### src/rtl/rxq_pkg.sv
package rxq_pkg;
  localparam int unsigned RA_STAT  = 0;
  localparam int unsigned RA_DATA  = 1;
  localparam int unsigned RA_FLUSH = 2;

  // bytes one pop removes
  function automatic int unsigned take_bytes(input int unsigned held, input int unsigned lanes);
    return (held < lanes) ? held : lanes;
  endfunction

  // status layout: ready, quarter, half, full, count, empty
  function automatic logic [31:0] status_word(input int unsigned cnt, input int unsigned depth,
                                              input int unsigned cw, input logic ready);
    logic [31:0] s;
    s = '0;
    s[0] = ready;
    s[1] = (cnt >= depth / 4);
    s[2] = (cnt >= depth / 2);
    s[3] = (cnt >= depth);
    for (int b = 0; b < cw; b++) s[4 + b] = ((cnt >> b) & 1) != 0;
    s[4 + cw] = (cnt == 0);
    return s;
  endfunction
endpackage

### src/rtl/rxq_store.sv
module rxq_store #(
  parameter int DEPTH = 64,
  parameter int LANES = 4,
  parameter int PW    = 6
) (
  input  logic               clk,
  input  logic               wr_en,
  input  logic [PW-1:0]      wr_ptr,
  input  logic [7:0]         wr_byte,
  input  logic [PW-1:0]      rd_ptr,
  output logic [8*LANES-1:0] rd_word
);
  logic [7:0] mem [DEPTH];

  always_ff @(posedge clk) begin
    if (wr_en) mem[wr_ptr] <= wr_byte;
  end

  for (genvar i = 0; i < LANES; i++) begin : g_lane
    logic [PW-1:0] addr;
    assign addr = rd_ptr + PW'(i);
    assign rd_word[8*i +: 8] = mem[addr];
  end
endmodule

### src/rtl/rxq_level.sv
module rxq_level
  import rxq_pkg::*;
#(
  parameter int DEPTH = 64,
  parameter int LANES = 4,
  parameter int CW    = 7,
  parameter int PW    = 6
) (
  input  logic          clk,
  input  logic          rst_n,
  input  logic          push_req,
  input  logic          pop_req,
  input  logic          flush,
  input  logic          end_in,
  output logic [CW-1:0] count,
  output logic [PW-1:0] wr_ptr,
  output logic [PW-1:0] rd_ptr,
  output logic          push_acc,
  output logic [CW-1:0] pop_n,
  output logic          ready
);
  logic          done;
  logic [CW-1:0] count_nx;

  assign push_acc = push_req && (count != CW'(DEPTH)) && !flush;
  assign pop_n    = (pop_req && !flush) ? CW'(take_bytes(32'(count), LANES)) : '0;
  assign count_nx = count + CW'(push_acc) - pop_n;
  assign ready    = (count >= CW'(LANES)) || (done && (count != '0));

  always_ff @(posedge clk or negedge rst_n) begin
    if (!rst_n) begin
      count  <= '0;
      wr_ptr <= '0;
      rd_ptr <= '0;
      done   <= 1'b0;
    end else if (flush) begin
      count  <= '0;
      wr_ptr <= '0;
      rd_ptr <= '0;
      done   <= 1'b0;
    end else begin
      count  <= count_nx;
      wr_ptr <= wr_ptr + PW'(push_acc);
      rd_ptr <= rd_ptr + PW'(pop_n);
      if (end_in)                                done <= 1'b1;
      else if (pop_n != '0 && count_nx == '0)    done <= 1'b0;
    end
  end
endmodule

### src/rtl/rxq_regif.sv
module rxq_regif
  import rxq_pkg::*;
#(
  parameter int DEPTH = 64,
  parameter int LANES = 4,
  parameter int CW    = 7,
  parameter int AW    = 2
) (
  input  logic               clk,
  input  logic               rst_n,
  input  logic               reg_sel,
  input  logic               reg_wr,
  input  logic [AW-1:0]      reg_addr,
  input  logic [8*LANES-1:0] reg_wdata,
  input  logic [8*LANES-1:0] raw_word,
  input  logic [CW-1:0]      count,
  input  logic               ready,
  output logic [8*LANES-1:0] reg_rdata,
  output logic               pop_req,
  output logic               flush,
  output logic               underrun,
  output logic [8*LANES-1:0] stat_word
);
  localparam int DW = 8 * LANES;
  logic [DW-1:0] data_word;

  assign pop_req   = reg_sel && !reg_wr && (reg_addr == AW'(RA_DATA));
  assign flush     = reg_sel &&  reg_wr && (reg_addr == AW'(RA_FLUSH)) && reg_wdata[0];
  assign stat_word = DW'(status_word(32'(count), DEPTH, CW, ready));

  for (genvar i = 0; i < LANES; i++) begin : g_mask
    assign data_word[8*i +: 8] = (count > CW'(i)) ? raw_word[8*i +: 8] : 8'h00;
  end

  always_comb begin
    case (reg_addr)
      AW'(RA_STAT): reg_rdata = stat_word;
      AW'(RA_DATA): reg_rdata = data_word;
      default:      reg_rdata = '0;
    endcase
  end

  always_ff @(posedge clk or negedge rst_n) begin
    if (!rst_n) underrun <= 1'b0;
    else        underrun <= pop_req && (count == '0);
  end
endmodule

### src/rtl/rx_word_fifo.sv
module rx_word_fifo #(
  parameter int DEPTH = 64,
  parameter int DW    = 32,
  parameter int AW    = 2
) (
  input  logic          clk,
  input  logic          rst_n,
  input  logic          rx_byte_vld,
  input  logic [7:0]    rx_byte,
  input  logic          rx_xfer_end,
  input  logic          reg_sel,
  input  logic          reg_wr,
  input  logic [AW-1:0] reg_addr,
  input  logic [DW-1:0] reg_wdata,
  output logic [DW-1:0] reg_rdata,
  output logic [2:0]    int_src
);
  localparam int LANES = DW / 8;
  localparam int CW    = $clog2(DEPTH + 1);
  localparam int PW    = $clog2(DEPTH);

  logic [CW-1:0] count;
  logic [CW-1:0] pop_n;
  logic [PW-1:0] wr_ptr, rd_ptr;
  logic          push_acc, pop_req, flush, ready, underrun;
  logic [DW-1:0] raw_word, stat_word;

  rxq_level #(.DEPTH(DEPTH), .LANES(LANES), .CW(CW), .PW(PW)) u_level (
    .clk(clk), .rst_n(rst_n), .push_req(rx_byte_vld), .pop_req(pop_req),
    .flush(flush), .end_in(rx_xfer_end), .count(count), .wr_ptr(wr_ptr),
    .rd_ptr(rd_ptr), .push_acc(push_acc), .pop_n(pop_n), .ready(ready)
  );

  rxq_store #(.DEPTH(DEPTH), .LANES(LANES), .PW(PW)) u_store (
    .clk(clk), .wr_en(push_acc), .wr_ptr(wr_ptr), .wr_byte(rx_byte),
    .rd_ptr(rd_ptr), .rd_word(raw_word)
  );

  rxq_regif #(.DEPTH(DEPTH), .LANES(LANES), .CW(CW), .AW(AW)) u_regif (
    .clk(clk), .rst_n(rst_n), .reg_sel(reg_sel), .reg_wr(reg_wr),
    .reg_addr(reg_addr), .reg_wdata(reg_wdata), .raw_word(raw_word),
    .count(count), .ready(ready), .reg_rdata(reg_rdata), .pop_req(pop_req),
    .flush(flush), .underrun(underrun), .stat_word(stat_word)
  );

  assign int_src = {ready, count != '0, underrun};
endmodule

### config.mk
export PLATFORM = sky130hd
export DESIGN_NAME = rx_word_fifo
export DESIGN_NICKNAME = d
export VERILOG_FILES = /design/src/rtl/rxq_pkg.sv /design/src/rtl/rxq_store.sv /design/src/rtl/rxq_level.sv /design/src/rtl/rxq_regif.sv /design/src/rtl/rx_word_fifo.sv
export SDC_FILE = /design/constraint.sdc
export NUM_CORES = 1
export LEC_CHECK = 0
export BUFFER_PORTS_ARGS = -buffer_cell sky130_fd_sc_hd__buf_4
export CAP_MARGIN = 20
export CORE_AREA = 2 2 282 284
export DETAILED_ROUTE_END_ITERATION = 10
export DIE_AREA = 0 0 284 286
export PLACE_DENSITY = 0.56
export SLEW_MARGIN = 20
export SYNTH_ARGS = -nofsm -noshare
export SYNTH_HDL_FRONTEND = slang
export SYNTH_SLANG_ARGS = --single-unit
### constraint.sdc
create_clock -name clk -period 5.25 [get_ports clk]
set_input_delay 0 -clock clk [delete_from_list [all_inputs] [get_ports clk]]
set_output_delay 0 -clock clk [all_outputs]
set_load 0.01 [all_outputs]
# Word-level counts from Yosys, hierarchy flattened

Memories as Yosys holds them, arrays and structs flattened.
Cells that the tools add are included.

Register bits after elaboration: 21
Bits in latches: 0
Bits in writable memories: 512
Memory bits (read-only): 0
Input port bits: 48
Output and inout bits: 35
Word-level logic and storage cells: 60
Memories kept: 1

$add $sub $neg: 7
Multipliers: 0
Div/mod/pow operators: 0
$lt $le $gt $ge: 9
Equality and inequality tests: 3
Shift-type cells: 0
Multiplexer cells: 15
Bitwise operators: 0
Reduce and logical (&&, ||, !) cells: 20

Memories:

| name        | depth | bits a word | rd ports | clocked after Yosys merged registers in | write ports | line            | RTL |
|---|---|---|---|---|---|---|---|
| u_store.mem | 64    | 8           | 4        | 0                                       | 1           | rxq_store.sv:13 | `logic [7:0] mem [DEPTH];` |

Operator list:

| kind                                                        | number |
|---|---|
| case mux 32 bit (2 select lines)                            | 1 |
| 2-to-1 mux 8 bit                                            | 4 |
| 2-to-1 mux 7 bit                                            | 3 |
| > comparator 7 x 1 -> 1 bit (second input constant)         | 2 |
| > comparator 7 x 2 -> 1 bit (second input constant)         | 2 |
| zero test 7 bit                                             | 2 |
| nonzero test 7 bit                                          | 2 |
| adder 6 x 2 -> 6 bit (second input constant)                | 2 |
| 2-to-1 mux 6 bit                                            | 2 |
| logical AND 1 bit                                           | 11 |
| adder 7 x 1 -> 7 bit                                        | 1 |
| >= comparator 7 x 3 -> 1 bit (second input constant)        | 1 |
| >= comparator 7 x 5 -> 1 bit (second input constant)        | 1 |
| >= comparator 7 x 6 -> 1 bit (second input constant)        | 1 |
| >= comparator 7 bit (second input constant)                 | 1 |
| less-than comparator 7 x 3 -> 1 bit (second input constant) | 1 |
| != test 7 bit (second input constant)                       | 1 |
| subtractor 7 bit                                            | 1 |
| adder 6 x 1 -> 6 bit                                        | 1 |
| adder 6 x 1 -> 6 bit (second input constant)                | 1 |
| adder 6 bit                                                 | 1 |
| 2-to-1 mux 1 bit                                            | 5 |
| nonzero test 3 bit                                          | 1 |
| equality test 2 x 1 -> 1 bit (second input constant)        | 1 |
| 4 further kinds                                             | 5 |

# Longest topological paths before layout

Gate-level depths: netlist (run 1).

Depth after elaboration: 12
Gate-level depth with buffers: 18
Depth with buffers taken out: 15

# By module

A second synthesis (run 1) with hierarchy kept.

Cell total of the unflattened synthesis: 2210
Area, all modules: 34647.0 um^2

By module, submodules not included:

| module       | instances | cells each | area an instance (um^2) | sequential area each (um^2) |
|---|---|---|---|---|
| rxq_store    | 1         | 1965       | 32563.7                 | 15374.7 |
| rxq_level    | 1         | 146        | 1395.1                  | 500.5 |
| rxq_regif    | 1         | 94         | 658.1                   | 25.0 |
| rx_word_fifo | 1         | 5          | 30.0                    | 0.0 |

# Least setup slack after synthesis (run 1)

OpenSTA, ideal clock, no wires.

Path kind: reg-to-output
From: reg u_level.rd_ptr[1]
To: out reg_rdata[8]
Arrival: 3.837 ns
Data required time: 5.250 ns
Setup slack: 1.413 ns
Stages on the path, launching flop included: 17
Path buffers: 9
Cells stage by stage: dfrtp_1 > buf_2 > buf_2 > buf_4 > buf_4 > buf_2 > inv_1 > ha_1 > buf_2 > buf_2 > buf_2 > buf_1 > mux4_2 > mux2i_1 > o21ai_0 > a221oi_1 > nor2_1

Word-level cells in the longest chain between the ends: 4

RTL lines:

| item                             | line               | RTL |
|---|---|---|
| start: declaration               | rxq_level.sv:17    | `output logic [PW-1:0] rd_ptr,` |
| start signal: assignment         | rxq_level.sv:44    | `rd_ptr <= rd_ptr + PW'(pop_n);` |
| adder 6 x 1 -> 6 bit             | rxq_store.sv:21    | `assign addr = rd_ptr + PW'(i);` |
| memory read (64 x 8 bit)         | --                 |  |
| 2-to-1 mux 8 bit                 | rxq_regif.sv:32    | `assign data_word[8*i +: 8] = (count > CW'(i)) ? raw_word[8*i +: 8] : 8'h00;` |
| case mux 32 bit (2 select lines) | rxq_regif.sv:36    | `case (reg_addr)` |
| end: declaration                 | rx_word_fifo.sv:15 | `output logic [DW-1:0] reg_rdata,` |

Every way passes these cells.

# Worst setup path in the final report (run 1)

From: reg u_level.rd_ptr[2]
To: out reg_rdata[13]

The elaborated chain is that of the path after synthesis.

==> impl_metrics.csv, run 1 <==
group,metric,value,unit
synth,syn_avg_cell_area,16.7,µm²
timing,min_period_over_period,91.3,%
floorplan,ios,83,
cells_and_area,area_delta_synth_final,11.7,%
synth,synth_edf_count,512,
clock_tree,htree_levels,2,
floorplan,rows,103,
pwr,leakage,12.0,nW
synth,synthArstFlopShare,3.94,%
clock_tree,clk_pin_slew_worst_paths,0.07,ns
synth,synth_top_area_cell,"edfxtp_1",
grt,antenna_found_initial,5,
critical_path,ff2ff_setup_slack,1.34,ns
clock_tree,cts_buffers,60,
clock_tree,clock-sinks,533,
timing,hold_viol,0,
synth,yosysMostFrequentCell,"mux4_2",
timing,finalSetupViolCount,0,
drt,drc,0,
grt,overflow,0,
placement,numPortBuffers,51,
cells_and_area,fill_cells,6589,
critical_path,worstPathRequired,5.25,ns
timing,slew_viol_final,0,
drt,drtIter0Drc,3925,
floorplan,dieArea,81200,µm²
pwr,vdd_drop_max,548,µV
flow_run,drv_cap,0,
critical_path,r2r-end,"u_level.done",
floorplan,die-width,284,µm
placement,place_congestion,0.961,
clock_tree,clockRootBuffer,"clkbuf_16",
synth,yosys-top-cells-count,"mux4_2 (554), edfxtp_1 (512), nand2_1 (163)",
clock_tree,clk_path_buf_depth,3,
floorplan,dieHeight,286,µm
critical_path,path_max_fanout,30,
critical_path,r2r_cells,15,
timing,finalWorstPathRequiredPeriod,4.79,ns
drt,dr.pass1.iters,6,
timing,relSlewSlack,19.0,%
drt,postRouteAntennaNets,0,
drt,vias,23693,
grt,grt_pass1_wl,175000,µm
synth,seq_area_frac_synth,46.5,%
synth,ys.warnings.count,0,
synth,synth_top_area_share,45.0,%
drt,viasPerCell,7.39,
drt,drt_wl_total,124000,µm
synth,synthTopCellsByArea,"edfxtp_1 (45%), mux4_2 (37%), mux2i_1 (2.7%)",
cells_and_area,n_antenna_cell,0,
critical_path,crit_type,"register to output pin",
cells_and_area,drive_gt1_share,39.5,%
timing,rsz0062_at_grt,"false",
grt,grtUsageTotal,30.5,%
critical_path,r2r_start,"u_level.count[3]",
placement,dp_hpwl,83200,µm
synth,syn_inst,2041,
timing,tns,0,ns
critical_path,critPathArrivalTime,4.79,ns
grt,grt_max_degree,101,
clock_tree,cts_tree,"built",
pwr,totalPowerFinal,22.6,mW
critical_path,worstSetupEndpointType,"output pin",
critical_path,crit_start,"u_level.rd_ptr[2]",
run_status,outcome,"finished, final reports clean",
cells_and_area,nets,2177,
timing,finClkSkew,0.0321,ns
clock_tree,cts_resized,0,
synth,yosysUniqueCellTypes,68,
synth,ys_ff_latch,533,
synth,syn_area,34200,µm²
timing,clock.fmax,209,MHz
clock_tree,clkLatencyLatePin,0.66,ns
pwr,power_density,592,nW/µm²
grt,grt_pass1_vias,22641,
drt,wl_per_cell,38.5,µm
timing,tightest_slew,1.21,ns
worst_hold_path,hold_path_class,"input port to register",
floorplan,initial_utilization,43.6,%
critical_path,crit_end,"reg_rdata[13]",
synth,synth_flop_cell,"edfxtp_1",
critical_path,start_kind,"register",
floorplan,core_area,78400,µm²
flip-flops by register name, summed over array words and instances (netlist names):
signal            count
u_regif.underrun      1
u_level.count         7
u_level.rd_ptr        6
u_level.wr_ptr        6
u_store.mem         512
u_level.done          1
how the worst min path moves through the flow:
stage / from / endpoint / cells after the start / slack [ns]
after floorplan: rst_n / u_level.count[0] / 0 / -0.30
after global placement: rst_n / u_level.count[1] / 1 / -0.08
after detailed placement: rst_n / u_level.count[1] / 1 / -0.08
after CTS: rx_byte_vld / u_level.wr_ptr[0] / 4 / 0.04
after global routing: rx_byte_vld / u_level.wr_ptr[0] / 4 / 0.09
final: rx_byte_vld / u_level.wr_ptr[0] / 4 / 0.10
layout make-up:
type	instances	area (µm²)	share of cell area, %
Timing Repair Buffer	185	1560	4.08
Clock inverter	44	373	0.978
Sequential cell	533	15900	41.7
Multi-Input combinational cell	1313	17400	45.6
Tap cell	1050	1310	3.44
Clock buffer	69	1560	4.08
Inverter	12	45.0	0.118
power by group:
part | switching [mW] | leakage [nW] | total, mW | internal (mW)
clock | 1.83 | 0.929 | 4.20 | 2.37
combinational | 7.65 | 6.20 | 13.1 | 5.49
sequential | 0.364 | 4.85 | 5.24 | 4.88
total | 9.84 | 12.0 | 22.6 | 12.7
kinds of logic (layout without fill, tap and decap cells):
group	after synthesis	after routing	share of synthesized area (%)
muxes	655	655	39.5
DFF	533	533	46.5
and+or+nand+nor	419	419	5.48
buffers and inverters	199	310	3.00
AOI/OAI and AO/OA	177	177	3.53
xor gates and xnor gates	32	32	0.985
adders and majority gates	24	24	0.923
other	2	6	0.0220
layer usage:
metal  wire, µm  share of wire (%)  GRT usage (%)
met2      54000                 44           44.3
met5         21              0.017              0
met1      46900                 38           43.8
met3      16800                 14           8.57
met4       5850                4.7           12.1
through the flow:
step	utilization, %	hold slack [ns]	area (µm²)	std cells	setup slack (ns)
3_5_place_dp	46.0	-0.0756	36000	3074	1.12
3_3_place_gp	45.9	-0.0794	36000	3072	1.14
5_1_grt	48.7	0.0900	38100	3206	0.224
4_1_cts	48.7	0.0352	38100	3205	0.459
2_1_floorplan	-	-0.296	34200	2045	1.41
6_report	48.7	0.104	38100	3206	0.458
critical path: stages (launching register included):
cell and delay [ns]:
dfrtp_4 0.66, ha_1 0.46, nand2_1 0.20, xnor2_2 0.59
buf_4 0.68, mux4_2 0.50, mux2i_1 0.44, o22ai_1 0.30
buf_4 0.23
repair_timing:
action / CTS / global route
endpoints found under the hold margin: 554 / 0
buffers inserted: 0 / 0
hold buffers: 18 / 0
layout by cell type, fill, tap and decap left out, types with 10 or more instances in the layout:
cell type,Yosys,layout
edfxtp_1,512,512
o22ai_1,41,41
nor2_1,112,104
dfrtp_1,21,17
dlygate4sd3_1,0,17
buf_12,0,10
buf_4,35,158
xor2_1,14,11
o21ai_0,12,12
clkinv_1,1,17
nand3_1,58,58
ha_1,22,20
a22oi_1,12,12
nor2b_1,18,18
mux4_2,554,554
mux2i_1,93,93
clkbuf_16,0,61
nor3_1,13,13
nand2_1,163,163
nand4_1,13,13
a21oi_1,40,40
Note: power is estimated with default switching activity, not from simulation.
==> run 2, diff against run 1 <==
Settings changed: GPL_TIMING_DRIVEN from default to 0, PLACE_DENSITY 0.56 to default.
==> run 2 against run 1 <==
  * The run now ends with hold timing, setup timing left
  * Global-route usage grew 15 points
  * Fmax decreased by 12%
  * Via count is 14% higher
  * Design area increased by 2.4%
  * Count of clock-buffer cells in the layout shrank 1
  * Combinational power increased by 35%
  * Die area stayed put
  * Sequential power fell by 2%
  * Clock power up 3%
  * Total power up 20%
  * Flip-flop and latch count unchanged
  * First-iteration DRC count grew 50%
  * Critical path type unchanged
  * Largest cell class unchanged
  * Highest routed layer unchanged
==> impl_metrics.csv, run 2 (synthesized netlist as in run 1, its figures left out) <==
group,metric,value,unit
timing,hold_viol,12,
cells_and_area,final_core_util,49.8,%
cells_and_area,area_delta_synth_final,14.3,%
drt,postRouteAntennaNets,0,
clock_tree,clkLatencyLatePin,0.67,ns
run_status,outcome,"finished with violations",
cells_and_area,drive_gt1_share,44.2,%
drt,dr.pass1.iters,6,
drt,vias,26986,
cells_and_area,nets,2267,
drt,viasPerCell,8.18,
drt,wl_per_cell,56.4,µm
pwr,vdd_drop_max,413,µV
timing,min_period_over_period,104,%
grt,overflow,0,
critical_path,start_kind,"register",
critical_path,path_max_fanout,19,
grt,antenna_found_initial,10,
floorplan,dieArea,81200,µm²
timing,relSlewSlack,11.5,%
floorplan,dieHeight,286,µm
cells_and_area,postLayoutCellArea,39100,µm²
timing,slew_viol_final,0,
critical_path,critPathArrivalTime,5.45,ns
grt,grtUsageTotal,45.7,%
clock_tree,clk_path_buf_depth,3,
cells_and_area,final_common_cell,"mux4_2",
critical_path,worstSetupEndpointType,"output pin",
timing,tightest_slew,1.33,ns
placement,numPortBuffers,51,
placement,dpl_worst_slack,-2.68,ns
drt,drtIter0Drc,5904,
timing,finalWorstPathRequiredPeriod,5.45,ns
drt,drt_wl_total,186000,µm
clock_tree,clockRootBuffer,"clkbuf_16",
placement,dp_hpwl,133000,µm
placement,place_area,36400,µm²
grt,grt_max_degree,65,
timing,hold_slack,-0.0222,ns
placement,place_congestion,1.12,
clock_tree,clk_pin_slew_worst_paths,0.06,ns
critical_path,crit_chain,"buf_12 -> buf_8 -> buf_12 -> buf_8 -> inv_1 -> ha_1 -> buf_4 -> clkinv_2 -> clkbuf_4 -> clkbuf_2 -> nand3_1 -> nand3_1 -> a22o_1 -> a221o_1 -> buf_4",
floorplan,rows,103,
flow_run,drv_cap,0,
floorplan,core_area,78400,µm²
critical_path,slowest_stage,"dfrtp_2",
critical_path,worstPathRequired,5.25,ns
floorplan,die-width,284,µm
timing,rsz0062_at_grt,"true",
grt,grt_pass1_wl,243000,µm
clock_tree,cts_tree,"built",
placement,dp.cells,3164,
pwr,power_density,694,nW/µm²
timing,finalSetupViolCount,19,
floorplan,ios,83,
run_status,violations,"hold timing, setup timing",
cells_and_area,regMostFlops,"u_store.mem",
worst_hold_path,hold_path_class,"input port to asynchronous set/reset pin",
cells_and_area,largest_reg_flops,512,
cells_and_area,final_cell_mix,"mux4_2 (554), edfxtp_1 (512), nand2_1 (162), buf_4 (92), mux2i_1 (84)",
critical_path,crit_type,"register to output pin",
timing,finClkSkew,0.0304,ns
pwr,leakage,12.4,nW
cells_and_area,top_regs,"u_store.mem x512, u_level.count x7",
cells_and_area,fill_cells,6567,
clock_tree,clock-sinks,533,
pwr,totalPowerFinal,27.1,mW
drt,drc,0,
timing,tns,-1.89,ns
clock_tree,htree_levels,2,
floorplan,initial_utilization,43.6,%
clock_tree,cts_buffers,60,
timing,clock.fmax,184,MHz
cells_and_area,stdcell_count,3301,
timing,fin_ws,-0.195,ns
critical_path,slowest_delay,0.51,ns
grt,grt_pass1_vias,25274,
run 2: timing repair:
| action | 4_1_cts | 5_1_grt |
|---|---|---|
| endpoints found under the setup margin | 24 | 14 |
| hold endpoints to repair | 521 | 0 |
| hold buffers | 15 | 0 |
| buffers inserted | 7 | 0 |
| pin swaps | 2 | 0 |
| resized for setup | 122 | 32 |
run 2: worst max-delay path, delay by kind of cell (launching register included):
kind,cells,cell delay [ns]
buffers and inverters,10,2.76
AO/OA/AOI/OAI,2,0.73
flip-flops,1,0.51
AND/OR/NAND/NOR,2,0.40
adder cells (fa/ha/maj),1,0.29
run 2: area by class of cell:
| class | count | area (µm²) | share of cell area, % |
|---|---|---|---|
| multi-input cells | 1313 | 17600 | 45.1 |
| flip-flops and latches | 533 | 15900 | 40.7 |
| clock buffers | 68 | 1550 | 3.98 |
| plain buffers | 184 | 1320 | 3.37 |
| well taps | 1050 | 1310 | 3.36 |
| repair buffers | 91 | 882 | 2.26 |
| clock inverters | 45 | 405 | 1.04 |
| inverters | 12 | 46.3 | 0.119 |
| diodes | 5 | 12.5 | 0.0320 |
run 2: where the power goes:
group	switching [mW]	total, mW	internal, mW	leakage (nW)
registers	0.237	5.11	4.88	4.86
clock network	1.87	4.32	2.46	0.957
logic	11.6	17.7	6.07	6.57
run 2: metal layers:
layer,wire (µm),global-route usage (%)
met3,35900,27.0
met4,14400,27.4
met1,62200,57.1
met5,158,1.28
met2,73600,60.7
run 2: path summary, 6_finish.rpt:
kind / startpoint / endpoint / slack [ns] / depth (start not counted)
max reg2reg: u_level.count[3] / u_store.mem[30][3] / 1.33 / 6
max in group asynchronous: rst_n / u_level.rd_ptr[1] / 4.86 / 3
min in group clk: reg_wdata[0] / u_level.count[6] / 0.03 / 5
min reg2reg: u_level.wr_ptr[0] / u_level.wr_ptr[0] / 0.69 / 2
min: rst_n / u_level.rd_ptr[0] / -0.02 / 3
max: u_level.rd_ptr[1] / reg_rdata[25] / -0.20 / 15
